===== src/rtl/fsk_sym_ctrl.sv =====
module fsk_sym_ctrl #(
  parameter int SETTLE_TICKS = 20
) (
  input  logic       clk,
  input  logic       rst,
  input  logic       mode_wr,
  input  logic [3:0] mode_wdata,
  input  logic       tx_mode,
  input  logic       sym_tick,
  input  logic       rx_s_stb,
  input  logic [1:0] rx_s_val,
  input  logic       tx_s_stb,
  input  logic       stat_rd,
  output logic [3:0] status,
  output logic       irq,
  output logic [1:0] tx_s_sym,
  output logic       core_en,
  output logic       txdrv_en
);
  localparam int CW = $clog2(SETTLE_TICKS + 1);
  localparam logic [CW-1:0] RELOAD = CW'(SETTLE_TICKS);

  logic          psave, ien;
  logic [1:0]    ssym;
  logic [CW-1:0] settle_cnt;
  logic          irq_q, srdy_q;
  logic [1:0]    sval_q;
  logic          blank, rx_ev, tx_ev, ev;

  assign blank = psave || (settle_cnt != '0);
  assign rx_ev = !tx_mode && rx_s_stb && ien && !blank;
  assign tx_ev = tx_mode && tx_s_stb && ien && !blank;
  assign ev    = rx_ev || tx_ev;

  always_ff @(posedge clk) begin
    if (rst) begin
      psave <= 1'b1;
      ien   <= 1'b0;
      ssym  <= 2'd0;
    end else if (mode_wr) begin
      psave <= mode_wdata[3];
      ien   <= mode_wdata[2];
      ssym  <= mode_wdata[1:0];
    end
  end

  always_ff @(posedge clk) begin
    if (rst || psave)
      settle_cnt <= RELOAD;
    else if (sym_tick && settle_cnt != '0)
      settle_cnt <= settle_cnt - 1'b1;
  end

  always_ff @(posedge clk) begin
    if (rst) begin
      irq_q  <= 1'b0;
      srdy_q <= 1'b0;
      sval_q <= 2'd0;
    end else begin
      if (ev) begin
        irq_q  <= 1'b1;
        srdy_q <= 1'b1;
      end else if (stat_rd) begin
        irq_q  <= 1'b0;
        srdy_q <= 1'b0;
      end
      if (rx_ev)
        sval_q <= rx_s_val;
    end
  end

  always_ff @(posedge clk) begin
    if (rst)
      tx_s_sym <= 2'd0;
    else if (tx_mode && tx_s_stb && !psave)
      tx_s_sym <= ssym;
  end

  assign status   = {irq_q, srdy_q, sval_q};
  assign irq      = irq_q;
  assign core_en  = !psave;
  assign txdrv_en = !psave && tx_mode;
endmodule


===== config.mk =====
export PLATFORM = sky130hd
export DESIGN_NAME = fsk_sym_ctrl
export DESIGN_NICKNAME = d
export VERILOG_FILES = /design/src/rtl/fsk_sym_ctrl.sv
export SDC_FILE = /design/constraint.sdc
export NUM_CORES = 1
export LEC_CHECK = 0
export BUFFER_PORTS_ARGS = -buffer_cell sky130_fd_sc_hd__buf_2
export CORE_MARGIN = 4
export CORE_UTILIZATION = 50
export CTS_CLUSTER_DIAMETER = 150
export CTS_CLUSTER_SIZE = 8
export DETAILED_ROUTE_END_ITERATION = 16
export PLACE_DENSITY = 0.89
export SETUP_SLACK_MARGIN = 0.3
export SLEW_MARGIN = 20
export SYNTH_ARGS = -nofsm -noshare
export SYNTH_HDL_FRONTEND = slang
export SYNTH_SLANG_ARGS = --single-unit

===== constraint.sdc =====
create_clock -name clk -period 3.3 [get_ports clk]
set_input_delay 0.33 -clock clk [delete_from_list [all_inputs] [get_ports clk]]
set_output_delay 0.33 -clock clk [all_outputs]
set_load 0.03 [all_outputs]

# Word level (Yosys, flattened, before mapping)
# Index checks and enable logic that the tools add are counted.
# totals
register_bits	14
in_bits	14
out_inout_bits	9
elab_cells	27
# op_classes
addsub	1
mux	2
n_reduce_logical	17
# op_table
cell	count
$logic_and A1 B1 Y1	9
$reduce_bool A5 Y1	1
$sub A5 B1 Y5 const B	1
$logic_not A1 Y1	3
$logic_or A1 B1 Y1	3
$mux W1	2
$reduce_bool A2 Y1	1

# Longest topological paths before layout
# Gate-level depths: netlist of run 1.
# depth
ltp_word	6
depth_mapped	6
depth_no_buf	5

# Least setup slack after synthesis of run 1
# No wires, ideal clock.
# synth_timing
kind	reg-to-reg
start	reg settle_cnt[0]
end	reg sval_q[0]
setup_ps	72
t_arrival_ps	1474
required_time_ps	3228
path_slack_ps	1755
stages_incl_launch_ff	7
n_path_buf	1
period_less_slack_ps	1545
cell_sequence	dfxtp_1 inv_1 ha_1 or4b_1 buf_2 nor2_1 mux2i_1
# synth_between
elab_chain_cells	4
# synth_rtl
element	line_no	text
from (decl)	25	logic [CW-1:0] settle_cnt;
from (signal assigned)	51	settle_cnt <= settle_cnt - 1'b1;
$reduce_bool A5 Y1	30	assign blank = psave || (settle_cnt != '0);
$logic_or A1 B1 Y1	30	
$logic_not A1 Y1	31	assign rx_ev = !tx_mode && rx_s_stb && ien && !blank;
$logic_and A1 B1 Y1	31	
to (signal assigned)	68	sval_q <= rx_s_val;
to (decl)	27	logic [1:0] sval_q;
# No other way between the ends.
# A chain may end at the register's enable or synchronous reset.

# Worst setup path in the final report of run 1
# layout_timing
start	reg settle_cnt[0]
end	reg srdy_q
# layout_between
elab_chain_cells	6
word_cells_on_any_way	8
classes_between	1 x mux; 7 x reduce/logical
# layout_rtl
element	line_no	text
$reduce_bool A5 Y1 (*)	30	
$logic_or A1 B1 Y1 (*)	30	
$logic_not A1 Y1 (*)	31, 32	
$logic_and A1 B1 Y1, on equally long branches	31, 32	
$logic_or A1 B1 Y1 (*)	33	assign ev = rx_ev || tx_ev;
$mux W1 or $reduce_bool A2 Y1 (tied branches)	-	
to (signal assigned)	57	srdy_q <= 1'b0;
to (signal assigned)	62	srdy_q <= 1'b1;
to (signal assigned)	65	srdy_q <= 1'b0;
to (decl)	26	logic irq_q, srdy_q;
# Mark *: on every way between the ends. The rest lies on a longest branch, timed or not.

==> reports/qor.yml, run 1 <==
antenna_cells: 0
htreeDepth: 1
holdWs_ps: 277
wl_um: 1320
ant_nets: 0
ys.flop_type: "dfxtp_1"
status: "completed"
seq_area_sq_um: 280
slew_viol_final: 0
rows: 12
yosysMostFrequentCell: "dfxtp_1"
areaGrowthSynthToFinish_pct: 20.5
path_class: "flip-flop to flip-flop"
holdBufCountCts: 0
net-switching-power_w: 0.0000785
nFillCells: 92
grt_setup_unrepaired: "false"
finalHoldViolCount: 0
maxCapViolations: 0
cp_cell_sequence: "inv_1, ha_1, or4b_1, nor4b_2, o21a_1"
die_w_um: 44.5
placed_cells: 103
seq_power_share: 0.530
yosysWarnings: 0
p_leak_nw: 0.390
grt_start_max_net_pins: 10
drc: 0
irDropWorstVdd_mv: 0.284
cp-end-kind: "flip-flop"
start_util: 0.561
clkSinkCount: 14
synth_area_leaders: "dfxtp_1 (42%), mux2i_1 (14%), nor2_1 (4.5%), nand2_1 (3.9%), ha_1 (3.8%)"
cp-start-kind: "flip-flop"
yosysUniqueCellTypes: 28
cts_buffers: 3
clkTransAtPathRegs_ps: 80
yosys.area.top_type: "dfxtp_1"
grt-ovfl-total: 0
worstSkewPairLatency_ps: 280
chipHeight_um: 44.5
cts.repair.resized: 0
p_int_w: 0.000257
synth_commonest_cells: "dfxtp_1 (14), mux2i_1 (9), nor2_1 (8)"
drive_gt1_frac: 0.312
tightest_slew_ps: 269
cpMaxStageDelayCell: "or4b_1"
hold_class: "input port to flip-flop"
synth-async-reset-ratio: 0
drt_iter0_drc: 1
vias: 545
fmax_ghz: 0.581
viasPerCell: 5.09
multi_input_area_sq_um: 343
antenna_found_initial: 0
core-area_sq_um: 1190
syn_avg_cell_area_sq_um: 9.24
synth_cells: 72
power.density_nw_per_um2: 418
pwr-share-comb: 0.103
fin_crit_ps: 1720
worstReg2RegStart: "settle_cnt[0]$_SDFFE_PP0P_"
dp_hpwl_um: 1040
finalCritPeriodShare: 0.522
cts-root-buf: "clkbuf_4"
setup_viol: 0
place_congestion: 0.789
post_layout_nonfiller_instances: 107
nets: 110
ys_seq_area_frac: 0.421
grt_pass1_wl_um: 2240
arrival_ps: 1950
timing.setup.tns_ps: 0
skew_ps: 1.44
pwr-share-clk: 0.367
track_usage: 0.155
grt_pass1_vias: 529
relSlewSlack: 0.820
io_pins: 23
swShare: 0.234
synth_fp_nets: 88
clockBufferDepth: 2
endpoint: "srdy_q$_SDFFE_PP0P_"
yosysTopAreaCellShare: 0.421
cp-startpoint: "settle_cnt[0]$_SDFFE_PP0P_"
rrSetupSlack_ps: 1580
wl_per_cell_um: 12.3
ys_ff_latch: 14
cts_tree: "yes"
required_ps: 3530
path_max_fanout: 8
syn_area_sq_um: 666
fp.dieArea_sq_um: 1980
port_buffers: 22
max_stage_delay_ps: 590
cts_setup_buffers: 0
reg2reg_to: "srdy_q$_SDFFE_PP0P_"
dr.pass1.iters: 3
r2r.worst_path.cells: 5
synth_edf_count: 0
cell families after synthesis:
kind of cell	synth area share
muxes	0.135
DFF	0.421
buffers and inverters	0.0639
adders and majority gates	0.0376
AOI/OAI and AO/OA	0.0808
and+or+nand+nor	0.261
how the worst min path moves through the flow:
stage	from	endpoint	slack (ps)	cells past startpoint
global route	rx_s_val[0]	sval_q[0]$_SDFFE_PP0P_	290	3
finish	mode_wdata[3]	psave$_SDFFE_PP1P_	280	3
CTS	mode_wdata[3]	psave$_SDFFE_PP1P_	270	3
floorplan	ssym[0]$_SDFFE_PP0P_	ssym[0]$_SDFFE_PP0P_	460	2
detailed placement	sval_q[0]$_SDFFE_PP0P_	sval_q[0]$_SDFFE_PP0P_	450	2
global placement	sval_q[1]$_SDFFE_PP0P_	sval_q[1]$_SDFFE_PP0P_	440	2
layout make-up:
type                    count  share of cell area
clock buffers               4              0.0452
inverters                   4              0.0187
multi-input cells          49               0.427
flip-flops and latches     14               0.349
well taps                  14              0.0218
repair buffers             22               0.137
state kept, by name, summed over array words and instances, names as in the netlist:
register and count:
psave 1, srdy_q 1, sval_q 2, ssym 2
settle_cnt 5, tx_s_sym 2, ien 1
through the flow:
step	instance area, sq um	setup slack, ps	power [W]	utilization
after CTS	802	1560	0.000339	0.676
final	802	1580	0.000335	0.676
after global routing	802	1430	0.000352	0.676
after global placement	766	1660	0.000215	0.646
after detailed placement	766	1590	0.000216	0.646
after floorplan	666	1750	0.000202	-
power groups by stage:
stage / clock network, W / registers [W] / logic, W
global route: 0.000134 / 0.000178 / 0.0000391
global placement: 0 / 0.000181 / 0.0000335
finish: 0.000123 / 0.000178 / 0.0000345
detailed placement: 0 / 0.000182 / 0.0000347
floorplan: 0 / 0.000181 / 0.0000214
CTS: 0.000127 / 0.000178 / 0.0000349
critical path, delay by kind of cell (launching register included):
| kind | cells | cell delay (ps) |
|---|---|---|
| AOI/OAI and AO/OA | 1 | 170 |
| adders and majority gates | 1 | 170 |
| buffers and inverters | 1 | 110 |
| DFF | 1 | 320 |
| and+or+nand+nor | 2 | 900 |
cells in the final DEF (no fill, tap or decap), types with 2 or more instances in the layout:
master,instances
inv_1,4
nand2_1,7
mux2i_1,9
dfxtp_1,14
and3_1,2
buf_2,22
ha_1,2
clkbuf_4,3
nor2_1,8
nand3_1,3
nor2b_1,2
metal layers:
layer	up-vias	part of all wire	GRT usage
met2	18	0.48	0.261
met3	2	0.079	0.0610
met5	-	0	0
met1	238	0.43	0.182
met4	0	0.0068	0.0361
li1	287	-	-
Power figures use the tool's default switching activity.
==> run 2, diff against run 1 <==
--- a/config.mk
+++ b/config.mk
@@ -7,11 +7,11 @@
 export LEC_CHECK = 0
 export BUFFER_PORTS_ARGS = -buffer_cell sky130_fd_sc_hd__buf_2
 export CORE_MARGIN = 4
-export CORE_UTILIZATION = 50
+export CORE_UTILIZATION = 47
 export CTS_CLUSTER_DIAMETER = 150
 export CTS_CLUSTER_SIZE = 8
 export DETAILED_ROUTE_END_ITERATION = 16
-export PLACE_DENSITY = 0.89
+export PLACE_DENSITY = 0.85
 export SETUP_SLACK_MARGIN = 0.3
 export SLEW_MARGIN = 20
 export SYNTH_ARGS = -nofsm -noshare
==> constraint.sdc (replaced) <==
create_clock -name clk -period 1.6 [get_ports clk]
set_input_delay 0.16 -clock clk [delete_from_list [all_inputs] [get_ports clk]]
set_output_delay 0.16 -clock clk [all_outputs]
set_load 0.03 [all_outputs]
==> reports/qor.yml, run 2 (same netlist as run 1, synthesis figures left out) <==
htreeDepth: 1  # unchanged
tightest_slew_ps: 289  # was 269 ps
core-area_sq_um: 1320  # was 1190 sq um
holdBufCountCts: 0  # unchanged
r2r.worst_path.cells: 5  # unchanged
layout_common_cells: "buf_2 (22), dfxtp_1 (12), mux2i_1 (9), nor2_1 (7), nand2_1 (6)"  # was buf_2 (22), dfxtp_1 (14), mux2i_1 (9), nor2_1 (8), nand2_1 (7)
port_buffers: 22  # unchanged
io_pins: 23  # unchanged
slew_viol_final: 0  # unchanged
nets: 115  # was 110
relSlewSlack: 0.806  # was 0.820
ant_nets: 0  # unchanged
wl_um: 1480  # was 1320 um
report.power.total_w: 0.000653  # was 0.000335 W
drt_iter0_drc: 8  # was 1
pwr-share-comb: 0.143  # was 0.103
rows: 13  # was 12
clkTransAtPathRegs_ps: 80  # about the same
irDropWorstVdd_mv: 0.448  # was 0.284 mV
grt_start_max_net_pins: 10  # unchanged
wl_per_cell_um: 13.3  # was 12.3 um
drc: 0  # unchanged
cts_buffers: 3  # unchanged
skew_ps: 3.65  # was 1.44 ps
cp-end-kind: "flip-flop"  # unchanged
fin_crit_ps: 1480  # was 1720 ps
place_congestion: 0.694  # was 0.789
path_class: "flip-flop to flip-flop"  # unchanged
net-switching-power_w: 0.000163  # was 0.0000785 W
timing.setup.tns_ps: 0  # unchanged
swShare: 0.249  # was 0.234
track_usage: 0.171  # was 0.155
clockBufferDepth: 2  # unchanged
clkSinkCount: 14  # unchanged
drive_gt1_frac: 0.454  # was 0.312
die_w_um: 45.6  # was 44.5 um
path_max_fanout: 8  # unchanged
final_common_cell: "buf_2"  # unchanged
fp.dieArea_sq_um: 2080  # was 1980 sq um
largest_reg_flops: 5  # unchanged
power.density_nw_per_um2: 736  # was 418 nW/um^2
arrival_ps: 1670  # was 1950 ps
grt-ovfl-total: 0  # unchanged
areaGrowthSynthToFinish_pct: 33.3  # was 20.5%
cts-root-buf: "clkbuf_4"  # unchanged
p_leak_nw: 0.412  # was 0.390 nW
finalCritPeriodShare: 0.928  # was 0.522
grt_pass1_wl_um: 2500  # was 2240 um
top_register: "settle_cnt"  # unchanged
fmax_ghz: 0.674  # was 0.581 GHz
antenna_cells: 0  # unchanged
viasPerCell: 5.27  # was 5.09
dr.pass1.iters: 4  # was 3
hold_class: "input port to flip-flop"  # unchanged
required_ps: 1790  # was 3530 ps
chipHeight_um: 45.6  # was 44.5 um
finalHoldViolCount: 0  # unchanged
antenna_found_initial: 0  # unchanged
grt_setup_unrepaired: "true"  # was false
dp_hpwl_um: 1080  # was 1040 um
seq_power_share: 0.558  # was 0.530
pwr-share-clk: 0.299  # was 0.367
finish.utilization: 0.673  # was 0.676
cp-start-kind: "flip-flop"  # unchanged
hold_depth: 3  # unchanged
grt_pass1_vias: 589  # was 529
nFillCells: 107  # was 92
maxCapViolations: 0  # unchanged
worstSkewPairLatency_ps: 280  # about the same
cts_tree: "yes"  # unchanged
p_int_w: 0.000490  # was 0.000257 W
start_util: 0.505  # was 0.561
setup_viol: 0  # unchanged
status: "completed"  # unchanged
vias: 590  # was 545
run 2: critical path, cell delays in order (launching register included):
cell,delay [ps]
dfxtp_2,340
inv_4,60
ha_4,130
or4b_4,530
and3_4,220
nor4_2,120
run 2: power groups by stage:
stage,combinational (W),sequential (W),clock [W]
2_1_floorplan,0.0000474,0.000373,0
3_3_place_gp,0.0000793,0.000372,0
3_5_place_dp,0.0000831,0.000372,0
4_1_cts,0.0000867,0.000364,0.000201
5_1_grt,0.000103,0.000366,0.000219
6_report,0.0000933,0.000364,0.000195
run 2: per-stage QoR:
stage,setup WS (ps),instances,cell area [sq um],hold slack [ps]
floorplan,145,72,702,290
global placement,168,105,805,379
detailed placement,125,105,805,387
CTS,118,109,853,98.3
global route,43.4,112,887,106
finish,116,112,887,99.7
run 2: final timing paths:
kind / from / slack, ps / endpoint
worst max register to register: settle_cnt[1]$_SDFFE_PP0P_ / 120 / settle_cnt[1]$_SDFFE_PP0P_
worst max-delay path: settle_cnt[1]$_SDFFE_PP0P_ / 120 / settle_cnt[1]$_SDFFE_PP0P_
worst min-delay path: mode_wdata[3] / 100 / psave$_SDFFE_PP1P_
worst min register to register: sval_q[1]$_SDFFE_PP0P_ / 460 / sval_q[1]$_SDFFE_PP0P_
run 2: timing repair:
| item | 4_1_cts | 5_1_grt |
|---|---|---|
| endpoints found under the setup margin | 8 | 8 |
| buffers inserted | 1 | 3 |
| gates resized for setup | 5 | 3 |
| pin swaps | 2 | 6 |
| hold endpoints to repair | 0 | 0 |
run 2: metal layers:
metal	routed length, um	share of wire	track usage	vias up
li1	-	-	-	298
met3	93	0.063	0.0356	4
met5	0	0	0	-
met4	24	0.016	0.0877	0
met1	594	0.40	0.180	268
met2	772	0.52	0.312	20
run 2: cell type report:
cell class,count,area [sq um],share of cell area
sequential,14,283,0.319
multi-input combinational,49,395,0.446
clock buffer,3,22.5,0.0254
timing repair buffer,27,148,0.166
tap,15,18.8,0.0212
inverter,4,20.0,0.0226
==> run 3, diff against run 2 <==
--- a/config.mk
+++ b/config.mk
@@ -11,6 +11,7 @@
 export CTS_CLUSTER_DIAMETER = 150
 export CTS_CLUSTER_SIZE = 8
 export DETAILED_ROUTE_END_ITERATION = 16
+export GPL_TIMING_DRIVEN = 0
 export PLACE_DENSITY = 0.85
 export SETUP_SLACK_MARGIN = 0.3
 export SLEW_MARGIN = 20
==> reports/qor.yml, run 3 (same netlist as run 1, synthesis figures left out) <==
pwr-share-comb: 0.118  # was 0.143
grt_pass1_wl_um: 2170  # was 2500 um
cts-root-buf: "clkbuf_4"  # unchanged
vias: 579  # was 590
wl_um: 1390  # was 1480 um
drc: 0  # unchanged
hp-start: "mode_wdata[3]"  # unchanged
die_w_um: 45.6  # unchanged
seq_power_share: 0.521  # was 0.558
path_class: "flip-flop to flip-flop"  # unchanged
holdBufCountCts: 0  # unchanged
grt_pass1_vias: 514  # was 589
start_util: 0.505  # unchanged
arrival_ps: 1750  # was 1670 ps
chipHeight_um: 45.6  # unchanged
htreeDepth: 1  # unchanged
timing.setup.tns_ps: 0  # unchanged
clockBufferDepth: 2  # unchanged
port_buffers: 20  # was 22
r2r.worst_path.cells: 6  # was 5
setup_viol: 0  # unchanged
wl_met3_um: 108  # was 93 um
viasPerCell: 5.17  # was 5.27
core-area_sq_um: 1320  # unchanged
slew_viol_final: 0  # unchanged
areaGrowthSynthToFinish_pct: 37.2  # was 33.3%
required_ps: 1790  # about the same
pwr-share-clk: 0.361  # was 0.299
dr.pass1.iters: 4  # unchanged
cts_tree: "yes"  # unchanged
grt_setup_unrepaired: "true"  # unchanged
nets: 114  # was 115
clkSinkCount: 14  # unchanged
p_int_w: 0.000536  # was 0.000490 W
min_to: "psave$_SDFFE_PP1P_"  # unchanged
p_leak_nw: 0.421  # was 0.412 nW
worstReg2RegStart: "settle_cnt[1]$_SDFFE_PP0P_"  # unchanged
layout_common_cells: "buf_2 (20), dfxtp_1 (11), mux2i_1 (9), nor2_1 (7), nand2_1 (7)"  # was buf_2 (22), dfxtp_1 (12), mux2i_1 (9), nor2_1 (7), nand2_1 (6)
finalCritPeriodShare: 0.973  # was 0.928
antenna_found_initial: 0  # unchanged
hold_class: "input port to flip-flop"  # unchanged
track_usage: 0.154  # was 0.171
place_congestion: 0.675  # was 0.694
hold_depth: 3  # unchanged
final_common_cell: "buf_2"  # unchanged
tightest_slew_ps: 419  # was 289 ps
rrSetupSlack_ps: 40  # was 120 ps
nFillCells: 103  # was 107
rows: 13  # unchanged
path_max_fanout: 8  # unchanged
fin_crit_ps: 1560  # was 1480 ps
cp-start-kind: "flip-flop"  # unchanged
io_pins: 23  # unchanged
largest_reg_flops: 5  # unchanged
drt_iter0_drc: 16  # was 8
fmax_ghz: 0.643  # was 0.674 GHz
maxCapViolations: 0  # unchanged
irDropWorstVdd_mv: 0.631  # was 0.448 mV
ant_nets: 0  # unchanged
net-switching-power_w: 0.000173  # was 0.000163 W
drive_gt1_frac: 0.443  # was 0.454
grt_start_max_net_pins: 10  # unchanged
relSlewSlack: 0.721  # was 0.806
wl_met1_um: 627  # was 594 um
setup_ws_ps: 43.6  # was 116 ps
post_layout_nonfiller_instances: 112  # unchanged
highest_layer: "met4"  # unchanged
status: "completed"  # unchanged
power.density_nw_per_um2: 777  # was 736 nW/um^2
top_register: "settle_cnt"  # unchanged
grt-ovfl-total: 0  # unchanged
wl_met2_um: 626  # was 772 um
swShare: 0.244  # was 0.249
antenna_cells: 0  # unchanged
worstSkewPairLatency_ps: 280  # about the same
wl_per_cell_um: 12.4  # was 13.3 um
clkTransAtPathRegs_ps: 90  # was 80 ps
cp-end-kind: "flip-flop"  # unchanged
place_ws_ps: 59.2  # was 125 ps
fp.dieArea_sq_um: 2080  # unchanged
placed_cells: 107  # was 105
dp_hpwl_um: 1000  # was 1080 um
reg2reg_to: "settle_cnt[1]$_SDFFE_PP0P_"  # unchanged
cts_buffers: 3  # unchanged
finalHoldViolCount: 0  # unchanged
skew_ps: 2.89  # was 3.65 ps
==> run 3: repair_timing <==
action,4_1_cts,5_1_grt
setup buffers,0,1
endpoints found under the setup margin,8,8
resized for setup,1,10
pin swaps,0,3
==> run 3: power by group through the flow <==
stage                     sequential (W)  clock, W  combinational (W)
after floorplan                 0.000373         0          0.0000474
after global placement          0.000374         0          0.0000727
after detailed placement        0.000375         0          0.0000751
after CTS                       0.000367  0.000261          0.0000771
after global routing            0.000371  0.000281          0.0000928
final                           0.000369  0.000256          0.0000838
==> run 3: worst max-delay path: stages, from the launching register on <==
cell	delay [ps]
dfxtp_2	350
inv_4	80
ha_4	130
or4b_4	460
buf_8	160
and3_4	180
nor4_4	120
==> run 3: worst max path at each step <==
stage | from | endpoint | slack [ps] | depth (start not counted)
4_1_cts | settle_cnt[0]$_SDFFE_PP0P_ | settle_cnt[1]$_SDFFE_PP0P_ | 50 | 6
2_1_floorplan | settle_cnt[0]$_SDFFE_PP0P_ | srdy_q$_SDFFE_PP0P_ | 150 | 6
5_1_grt | settle_cnt[1]$_SDFFE_PP0P_ | sval_q[0]$_SDFFE_PP0P_ | -20 | 6
3_5_place_dp | settle_cnt[0]$_SDFFE_PP0P_ | srdy_q$_SDFFE_PP0P_ | 60 | 6
6_report | settle_cnt[1]$_SDFFE_PP0P_ | settle_cnt[1]$_SDFFE_PP0P_ | 40 | 6
3_3_place_gp | settle_cnt[0]$_SDFFE_PP0P_ | srdy_q$_SDFFE_PP0P_ | 80 | 6
==> run 3: layer usage <==
layer  vias to the layer above  global-route usage
li1                        299                   -
met1                       256               0.171
met2                        22               0.231
met3                         2              0.0474
met4                         0               0.140
met5                         -                   0
==> run 3: cell type report <==
type	count	area, sq um	share of cell area
multi-input combinational	49	409	0.448
sequential	14	284	0.311
timing repair buffer	21	108	0.118
buffer	5	37.5	0.0411
clock buffer	4	36.3	0.0397
inverter	4	20.0	0.0219
tap	15	18.8	0.0205
==> run 3: metrics by stage <==
step            util  area (sq um)  power, W  hold WS [ps]
3_3_place_gp   0.623           821  0.000447           380
3_5_place_dp   0.623           821  0.000450           401
5_1_grt        0.693           913  0.000745           101
2_1_floorplan      -           702  0.000421           290
6_report       0.693           913  0.000709           108
4_1_cts        0.657           866  0.000705           106
